File: src/rtl/tm_pkg.sv
package tm_pkg;
    localparam int CFG_ADDR_W = 3;

    localparam logic [CFG_ADDR_W-1:0] A_CTRL   = 3'd0;
    localparam logic [CFG_ADDR_W-1:0] A_TSEN   = 3'd1;
    localparam logic [CFG_ADDR_W-1:0] A_TS_PAT = 3'd2;
    localparam logic [CFG_ADDR_W-1:0] A_TS_MSK = 3'd3;
    localparam logic [CFG_ADDR_W-1:0] A_TG_PAT = 3'd4;
    localparam logic [CFG_ADDR_W-1:0] A_TG_MSK = 3'd5;

    typedef struct packed {
        logic en;
        logic on_change;
        logic ts_pat;
        logic ts_xt;
        logic ts_all;
    } ctl_t;
endpackage

File: src/rtl/tm_match.sv
module tm_match #(
    parameter int DATA_W = 32
) (
    input  logic [DATA_W-1:0] data,
    input  logic [DATA_W-1:0] pattern,
    input  logic [DATA_W-1:0] mask,
    output logic              hit
);
    logic [DATA_W-1:0] diff;

    generate
        for (genvar b = 0; b < DATA_W; b++) begin : g_bit
            assign diff[b] = mask[b] & (data[b] ^ pattern[b]);
        end
    endgenerate

    assign hit = ~|diff;
endmodule

File: src/rtl/tm_cfg.sv
module tm_cfg
    import tm_pkg::*;
#(
    parameter int DATA_W = 32
) (
    input  logic                  clk,
    input  logic                  rst_n,
    input  logic                  we,
    input  logic [CFG_ADDR_W-1:0] addr,
    input  logic [DATA_W-1:0]     wdata,
    output ctl_t                  ctl,
    output logic [DATA_W-1:0]     ts_pat,
    output logic [DATA_W-1:0]     ts_msk,
    output logic [DATA_W-1:0]     tg_pat,
    output logic [DATA_W-1:0]     tg_msk
);
    typedef struct packed {
        ctl_t              c;
        logic [DATA_W-1:0] tp;
        logic [DATA_W-1:0] tm;
        logic [DATA_W-1:0] gp;
        logic [DATA_W-1:0] gm;
    } regs_t;

    regs_t r_d, r_q;

    always_comb begin
        r_d = r_q;
        if (we) begin
            unique case (addr)
                A_CTRL: begin
                    r_d.c.en        = wdata[0];
                    r_d.c.on_change = wdata[1];
                end
                A_TSEN: begin
                    r_d.c.ts_pat = wdata[0];
                    r_d.c.ts_xt  = wdata[1];
                    r_d.c.ts_all = wdata[2];
                end
                A_TS_PAT: r_d.tp = wdata;
                A_TS_MSK: r_d.tm = wdata;
                A_TG_PAT: r_d.gp = wdata;
                A_TG_MSK: r_d.gm = wdata;
                default: ;
            endcase
        end
    end

    always_ff @(posedge clk) begin
        if (!rst_n) r_q <= '0;
        else        r_q <= r_d;
    end

    assign ctl    = r_q.c;
    assign ts_pat = r_q.tp;
    assign ts_msk = r_q.tm;
    assign tg_pat = r_q.gp;
    assign tg_msk = r_q.gm;

    AST_CFG_HOLD: assert property (@(posedge clk) disable iff (!rst_n)
        !$past(we) |-> $stable(r_q));
endmodule

File: src/rtl/trace_monitor.sv
module trace_monitor
    import tm_pkg::*;
#(
    parameter int DATA_W = 32
) (
    input  logic                  clk,
    input  logic                  rst_n,
    input  logic                  cfg_we,
    input  logic [CFG_ADDR_W-1:0] cfg_addr,
    input  logic [DATA_W-1:0]     cfg_wdata,
    input  logic [DATA_W-1:0]     smp_data,
    input  logic                  xtrig_ts_req,
    output logic                  elem_valid,
    output logic [DATA_W-1:0]     elem_data,
    output logic                  elem_ts,
    output logic                  trig_pulse
);
    ctl_t              ctl;
    logic [DATA_W-1:0] ts_pat, ts_msk, tg_pat, tg_msk;
    logic              ts_hit, tg_hit;

    tm_cfg #(.DATA_W(DATA_W)) u_cfg (
        .clk    (clk),
        .rst_n  (rst_n),
        .we     (cfg_we),
        .addr   (cfg_addr),
        .wdata  (cfg_wdata),
        .ctl    (ctl),
        .ts_pat (ts_pat),
        .ts_msk (ts_msk),
        .tg_pat (tg_pat),
        .tg_msk (tg_msk)
    );

    tm_match #(.DATA_W(DATA_W)) u_ts_match (
        .data (smp_data), .pattern (ts_pat), .mask (ts_msk), .hit (ts_hit)
    );

    tm_match #(.DATA_W(DATA_W)) u_tg_match (
        .data (smp_data), .pattern (tg_pat), .mask (tg_msk), .hit (tg_hit)
    );

    typedef struct packed {
        logic              valid;
        logic [DATA_W-1:0] data;
        logic              ts;
        logic              trig;
        logic              first;
        logic [DATA_W-1:0] prev;
        logic              pend;
    } st_t;

    st_t  st_d, st_q;
    logic emit;
    logic ts_req;

    always_comb begin
        st_d   = st_q;
        emit   = ctl.en && (!ctl.on_change || st_q.first || (smp_data != st_q.prev));
        ts_req = ctl.ts_all
               | (ctl.ts_pat & ts_hit)
               | (ctl.ts_xt & (st_q.pend | xtrig_ts_req));

        st_d.valid = emit;
        st_d.data  = emit ? smp_data : st_q.data;
        st_d.ts    = emit & ts_req;
        st_d.trig  = emit & tg_hit;
        st_d.prev  = emit ? smp_data : st_q.prev;
        st_d.pend  = emit ? 1'b0 : (st_q.pend | xtrig_ts_req);
        if (!ctl.en)   st_d.first = 1'b1;
        else if (emit) st_d.first = 1'b0;
    end

    always_ff @(posedge clk) begin
        if (!rst_n) begin
            st_q       <= '0;
            st_q.first <= 1'b1;
        end else begin
            st_q <= st_d;
        end
    end

    assign elem_valid = st_q.valid;
    assign elem_data  = st_q.data;
    assign elem_ts    = st_q.ts;
    assign trig_pulse = st_q.trig;

    AST_OFF_NO_ELEM: assert property (@(posedge clk) disable iff (!rst_n)
        !$past(ctl.en) |-> !elem_valid);
    AST_CONT_EVERY: assert property (@(posedge clk) disable iff (!rst_n)
        $past(ctl.en && !ctl.on_change) |-> elem_valid);
    AST_TRIG_ON_ELEM: assert property (@(posedge clk) disable iff (!rst_n)
        trig_pulse |-> elem_valid);
    AST_TS_ON_ELEM: assert property (@(posedge clk) disable iff (!rst_n)
        elem_ts |-> elem_valid);
    AST_XT_CLEARED: assert property (@(posedge clk) disable iff (!rst_n)
        elem_valid |-> !st_q.pend);
    AST_CHG_DIFFERS: assert property (@(posedge clk) disable iff (!rst_n)
        ($past(ctl.en && ctl.on_change && !st_q.first) && elem_valid)
            |-> (elem_data != $past(st_q.prev)));
endmodule

File: config.mk
export PLATFORM = sky130hd
export DESIGN_NAME = trace_monitor
export DESIGN_NICKNAME = d
export VERILOG_FILES = /design/src/rtl/tm_pkg.sv /design/src/rtl/tm_match.sv /design/src/rtl/tm_cfg.sv /design/src/rtl/trace_monitor.sv
export SDC_FILE = /design/constraint.sdc
export NUM_CORES = 1
export LEC_CHECK = 0
export ABC_AREA = 0
export BUFFER_PORTS_ARGS = -buffer_cell sky130_fd_sc_hd__buf_2
export CAP_MARGIN = 20
export CORE_ASPECT_RATIO = 1.25
export CORE_MARGIN = 2
export CORE_UTILIZATION = 30
export CTS_CLUSTER_DIAMETER = 150
export DETAILED_ROUTE_END_ITERATION = 8
export PLACE_DENSITY = 0.46
export SLEW_MARGIN = 40
export SYNTH_ARGS = -nofsm -noshare
export SYNTH_HDL_FRONTEND = slang
export SYNTH_SLANG_ARGS = --single-unit
File: constraint.sdc
create_clock -name clk -period 4.9 [get_ports clk]
set_clock_uncertainty 0.2 [all_clocks]
set_input_delay 0.245 -clock clk [delete_from_list [all_inputs] [get_ports clk]]
set_output_delay 0.245 -clock clk [all_outputs]
set_load 0.1 [all_outputs]
==> results.cfg, run 1 <==
[yosys]
post_synth.cell_area_avg_um2 = 8.525
synthCells = 916
syn-cell-area_um2 = 7809
netlist-cell-type-count = 27
synth.yosys.seq_area_share_pct = 43.58
count_of_state_elements_after_synthesis = 170
ys_warn_count = 0
synthesis.nets = 987

[pwr]
static-leakage-power_nw = 3.569
p_sw_share_pct = 27.46
worst_voltage_drop_across_the_vdd_grid_mv = 0.1484
p_comb_share_pct = 10.8
power-per-cell-area_nw_per_um2 = 318.6
net_switching_power_mw = 0.8362
p_int_mw = 2.209
seq_power_share_pct = 46.8
relative_contribution_of_the_clock_network_to_total_power_pct = 42.3

[place]
placed_cell_area_um2 = 8356
detailedPlacementHpwl_um = 17230
rd_place_congestion = 0.7695
post-place-cells = 1286
preCtsSetupSlack_ps = 2614
io_buffers = 105

[sta]
timing_worst_slew_pin_value_ps = 797.5
relSlewSlack_pct = 46.83
fmax_ghz = 0.4355
post-route-min-period_ps = 2296
hold_viol = 0
finalSetupTns_ps = 0
timing.final.ws_setup_ps = 2604
timing_max_transition_violations_final = 0
grt_setup_unrepaired = no
final-setup-viol-count = 0
timing.final.crit_share_pct = 46.86

[global_routing]
grt_pass1_wl_um = 37420
grt_antenna_before_repair = 0
first_global_vias = 6080
track_usage_pct = 18.41
globalRoute.totalOverflow = 0
grt_max_degree = 87

[route]
post_drt_via_cell_ratio = 4.560
drtAntennaViolNets = 0
first_iter_violations = 317
drt-pass1-iter-count = 6
drt-wirelength-per-cell_um = 18.12
dr_total_vias = 6302
drt-total-wl_um = 25040
drcViolationCount = 0

[layout]
final_design_area_no_fill_um2 = 9559
drive_above_1_share_pct = 14.68
layout.nets = 1100
layout.cells.most_common_list = nand2_1, dfxtp_1, a21boi_0
final_cell_count_without_fillers = 1382
layout_commonest_cell = nand2_1
area_growth_pct = 22.42
insertedDiodeCount = 0

[worst_setup_path]
cp_max_fo = 32
setup.worst_path.start = smp_data[11]
worstReg2RegStart = st_q[12]$_SDFFE_PN0P_
worstSetupPathType = input port to flip-flop
critical_path_cell_count = 8
startpoint_type_of_the_worst_setup_path = input port
cp.arrival_ps = 2390
r2r.worst_path.cells = 6
cpLargestDelayFamily = simple AND/OR/NAND/NOR gates
critical-path-max-stage-delay_ps = 530
timing.critical_path.to_type = flip-flop
timing.critical_path.cells = dlygate4sd3_1 -> buf_2 -> xnor2_1 -> nand4_1 -> nor4_1 -> nand3_1 -> and2_4 -> mux2i_1
critical_path_buf_inv_count = 2
worst-endpoint-required_ps = 4990
slowest_stage = dlygate4sd3_1

[floorplanning]
core_region_area_um2 = 25850
die_height_um = 184.4
die_width_um = 148.3
floorplan.initialDensity_pct = 30.21
io_pins = 106
floorplan.die_area_um2 = 27340
rows = 66

[clock_tree]
cts-root-buf = clkbuf_16
clock_tree_from_tritoncts = done
hold_buffers = 64
post_cts_setup_inserts = 0
post_cts_clock_slew_at_the_launch_and_capture_registers_of_the_worst_setup_and_hold_paths_ps = 70
ctsResizeCount = 0
cts_num_sinks = 170
htree_levels = 4
cts.path.max_buffers = 2
clk_latency_ps = 430
cts_inserted_buffers = 17

[worst_hold_path]
worstHoldStart = smp_data[29]
worstHoldPathCells = 3
hold_path_class = input port to flip-flop

[run]
maxCapViolations = 0

[run_status]
outcome = completed
[synthesized netlist by cell type (all sizes together)]
library cell,instances,share of area (%)
clkbuf,46,2.2
nand2b,3,0.24
a22oi,28,2.7
a21boi,128,12
mux2i,37,4.7
nor3,3,0.19
nor4,3,0.24
nand4,15,1.2
nand2,323,16
nor2,5,0.24
a221oi,1,0.11
o31a,1,0.11
nor4b,1,0.19
nor2b,10,0.80
dfxtp,170,44
buf,36,4.0
a22o,1,0.11
a222oi,1,0.13
xor2,65,7.3
and2,2,0.19
xnor2,31,3.5
o21ai,1,0.064
nand3,4,0.26
o21a,1,0.096
[kinds of logic (layout without fill, tap and decap cells)]
kind of cell / after synthesis / after routing / share of synthesized area (%)
simple gates: 369 / 369 / 19.08
flops: 170 / 170 / 43.58
compound gates: 162 / 162 / 15.62
xor+xnor: 96 / 96 / 10.77
buf+inv: 82 / 208 / 6.201
mux: 37 / 37 / 4.743
[power by group through the flow]
stage               registers, mW  clock network, mW  logic, mW
finish                       1.43               1.29      0.330
global placement             1.46                  0      0.293
detailed placement           1.46                  0      0.294
CTS                          1.43               1.32      0.334
floorplan                    1.46                  0      0.165
global route                 1.43               1.37      0.357
[flip-flops by register name, summed over array words and instances (netlist names)]
signal,cells
u_cfg.ctl,5
u_cfg.ts_msk,32
elem_ts,1
u_cfg.tg_pat,32
u_cfg.tg_msk,32
elem_valid,1
u_cfg.ts_pat,32
st_q,34
trig_pulse,1
[stage by stage]
step	total power, mW	util, %	hold WS (ps)
after floorplan	1.621	-	187.1
after global placement	1.751	32.31	252.5
after detailed placement	1.752	32.33	258.8
after CTS	3.081	36.93	5.872
after global routing	3.161	36.98	43.08
final	3.045	36.98	22.16
[layout make-up]
type	instances	area, um2
Timing Repair Buffer	176	1221
Tap cell	340	425.4
Multi-Input combinational cell	664	3959
Clock buffer	18	439.2
Sequential cell	170	3403
Clock inverter	14	111.4
Fill cell	2688	16290
[routing by layer]
layer	vias to the layer above	routed length (um)	GRT usage (%)
met1	2981	11200	22.98
met5	-	0	0
met2	103	12650	32.52
li1	3202	-	-
met3	16	753	2.921
met4	0	428	5.562
[worst register-to-register path, stage by stage (launching register included)]
cell and delay [ps]:
dfxtp_1 330, xnor2_1 280, nand4_1 130, nor4_1 320, nand3_1 150, and2_4 360, mux2i_1 200
[path summary, 6_finish.rpt]
path	endpoint	slack, ps
worst max-delay path	st_q[3]$_SDFFE_PN0P_	2600
worst min-delay path	st_q[30]$_SDFFE_PN0P_	20
worst max register to register	st_q[3]$_SDFFE_PN0P_	2800
worst min register to register	u_cfg.tg_msk[22]$_SDFFE_PN0P_	270
(Power assumes the default switching activity.)
==> run 2: changes to the inputs <==
--- a/config.mk
+++ b/config.mk
@@ -5,7 +5,7 @@
 export SDC_FILE = /design/constraint.sdc
 export NUM_CORES = 1
 export LEC_CHECK = 0
-export ABC_AREA = 0
+export ABC_AREA = 1
 export BUFFER_PORTS_ARGS = -buffer_cell sky130_fd_sc_hd__buf_2
 export CAP_MARGIN = 20
 export CORE_ASPECT_RATIO = 1.25
@@ -13,7 +13,7 @@
 export CORE_UTILIZATION = 30
 export CTS_CLUSTER_DIAMETER = 150
 export DETAILED_ROUTE_END_ITERATION = 8
-export PLACE_DENSITY = 0.46
+export PLACE_DENSITY = 0.48
 export SLEW_MARGIN = 40
 export SYNTH_ARGS = -nofsm -noshare
 export SYNTH_HDL_FRONTEND = slang
==> constraint.sdc (replaced) <==
create_clock -name clk -period 2 [get_ports clk]
set_clock_uncertainty 0.2 [all_clocks]
set_input_delay 0.1 -clock clk [delete_from_list [all_inputs] [get_ports clk]]
set_output_delay 0.1 -clock clk [all_outputs]
set_load 0.1 [all_outputs]
==> run 2 against run 1 <==
  * Sequential power up 150%
  * Register-to-register slack worse by 2600 ps
  * Largest cell class unchanged
  * Area after synthesis down 0.29%
  * Clock-buffer cell count up 1
  * Worst setup slack got worse by 2500 ps
  * Routed wire length grew 4.4%
  * First-iteration DRC count up 37%
  * Non-clock buffer count up 29
==> results.cfg, run 2 <==
[yosys]
synthesis.nets = 1215
synth_top_area_cell = dfxtp_1
netlist.area_leader.share_pct = 43.71
ys_warn_count = 0
synth-async-reset-ratio_pct = 0
syn-cell-area_um2 = 7786
post_synth.cell_area_avg_um2 = 6.806
synth.top_cells.by_area = dfxtp_1, nor2_1, o21ai_0
most_frequently_used_cell_type_in_the_post_synthesis_netlist = nor2_1
synthCells = 1144
most_frequent_cells_after_synthesis = nor2_1, nand2_1, dfxtp_1
number_of_flops_mapped_to_enable_cells_by_yosys = 0
count_of_state_elements_after_synthesis = 170
netlist-cell-type-count = 25
synth.yosys.seq_area_share_pct = 43.71
synth_flop_cell = dfxtp_1

[layout]
layout_commonest_cell = nor2_1
layout.nets = 1356
area_growth_pct = 26.50
utilization_pct = 38.82
layout.cells.most_common_list = nor2_1, nand2_1, dfxtp_1
drive_above_1_share_pct = 18.03
max_reg_flops = 34
register_with_the_highest_flop_count = st_q
insertedDiodeCount = 0
final_cell_count_without_fillers = 1633

[sta]
finalSetupTns_ps = 0
timing.final.crit_share_pct = 92.85
hold_viol = 0
grt_setup_unrepaired = no
fmax_ghz = 0.5385
post-route-min-period_ps = 1857
final-setup-viol-count = 0
relSlewSlack_pct = 65.32
timing_max_transition_violations_final = 0
timing_worst_slew_pin_value_ps = 523.8

[worst_setup_path]
slowest_stage = dlygate4sd3_1
cp.arrival_ps = 2040
timing.critical_path.cells = dlygate4sd3_1 -> buf_2 -> or2_2 -> nand3_1 -> nand2_1 -> nor2_1 -> nand2_1 -> nor2_1 -> nand3_1 -> nand2_1 -> nand2_1 -> inv_1
worstReg2RegStart = u_cfg.ts_pat[0]$_SDFFE_PN0P_
worstSetupPathType = input port to flip-flop
critical-path-max-stage-delay_ps = 540
timing.critical_path.to_type = flip-flop
worst-endpoint-required_ps = 2180
most_numerous_cell_on_the_critical_path = nand2_1
reg2reg_setup_slack_ps = 160
cp_max_fo = 5
critical_path_buf_inv_count = 3
cpLargestDelayFamily = simple AND/OR/NAND/NOR gates
setup.worst_path.start = smp_data[0]
startpoint_type_of_the_worst_setup_path = input port

[pwr]
worst_voltage_drop_across_the_vdd_grid_mv = 0.5403
report.power.total_mw = 7.663
power-per-cell-area_nw_per_um2 = 778.0
static-leakage-power_nw = 4.593

[global_routing]
globalRoute.totalOverflow = 0
first_global_vias = 7226
grt_max_degree = 77
track_usage_pct = 19.42
grt_antenna_before_repair = 0
grt_pass1_wl_um = 40370

[floorplanning]
floorplan.initialDensity_pct = 30.69
die_width_um = 148.1
die_height_um = 184.1
io_pins = 106
floorplan.die_area_um2 = 27270
rows = 65
core_region_area_um2 = 25370

[clock_tree]
cts-root-buf = clkbuf_16
post_cts_clock_slew_at_the_launch_and_capture_registers_of_the_worst_setup_and_hold_paths_ps = 70
cts.path.max_buffers = 2
clk_latency_ps = 440
clock_tree_from_tritoncts = done
cts_inserted_buffers = 17
htree_levels = 4
cts_num_sinks = 170

[route]
first_iter_violations = 434
dr_total_vias = 7594
drtAntennaViolNets = 0
drt-pass1-iter-count = 5
drt-wirelength-per-cell_um = 16.00
post_drt_via_cell_ratio = 4.650
drcViolationCount = 0
drt-total-wl_um = 26130

[run_status]
outcome = completed

[place]
detailedPlacementHpwl_um = 18310
post-place-cells = 1535
rd_place_congestion = 0.7475
io_buffers = 105

[worst_hold_path]
worstHoldStart = cfg_addr[1]
hold_path_class = input port to flip-flop

[run]
maxCapViolations = 0
run 2: cell count changes after synthesis, sizes merged, moves of 57 or more:
cell    previous run  this run
inv                0        57
o21ai              1       156
a21boi           128         0
nor2               5       316
nand3              4       109
nand2            323       175
run 2: cells by family after synthesis:
group / Yosys count / synth area share, %
AOI/OAI and AO/OA: 167 / 10.75
buffers and inverters: 142 / 8.774
DFF: 170 / 43.71
xor gates and xnor gates: 19 / 2.137
and+or+nand+nor: 646 / 34.63
run 2: final timing paths:
| check | endpoint | cells after the start |
|---|---|---|
| worst max-delay path | elem_ts$_SDFF_PN0_ | 12 |
| worst min-delay path | u_cfg.ctl[4]$_SDFFE_PN0P_ | 6 |
| worst max register to register | elem_ts$_SDFF_PN0_ | 10 |
| worst min register to register | u_cfg.ctl[1]$_SDFFE_PN0P_ | 2 |
run 2: area by class of cell:
type,count,area (um2)
clock inverters,13,108.9
flip-flops and latches,170,3411
clock buffers,19,442.9
inverters,59,221.5
repair buffers,205,1506
multi-input cells,832,3740
well taps,335,419.2
fillers,2702,15520
run 2: power by group:
part | internal, mW | switching, mW | leakage (nW)
Clock | 1.65 | 1.53 | 0.263
Sequential | 3.49 | 0.0688 | 1.38
Combinational | 0.340 | 0.573 | 2.95
Total | 5.49 | 2.17 | 4.59
run 2: stage by stage:
step / worst slack [ps] / instance area, um2 / hold slack (ps)
after detailed placement: 111.4 / 8587 / 176.5
after global routing: 5.457 / 9849 / 64.67
final: 142.9 / 9849 / 47.61
after CTS: 33.57 / 9799 / 15.33
after global placement: 93.93 / 8587 / 173.5
after floorplan: 470.2 / 7786 / -11.23
run 2: worst min-delay path: stages:
cell and delay (ps):
buf_2 130, nor2_1 60, inv_1 80, nor2_1 90, o21ai_0 150, nor2_1 40
run 2: timing repair:
action                                 CTS  global route
endpoints found under the hold margin  168             0
buffers inserted                         0             0
setup endpoints to repair                0            34
hold buffers                            66             0
resized for setup                        0            20
run 2: routing by layer:
layer	global-route usage, %	routed length, um	up-vias
met1	23.88	11750	3524
li1	-	-	3892
met3	3.069	902	31
met4	7.200	627	0
met2	34.13	12860	147
met5	0	0	-
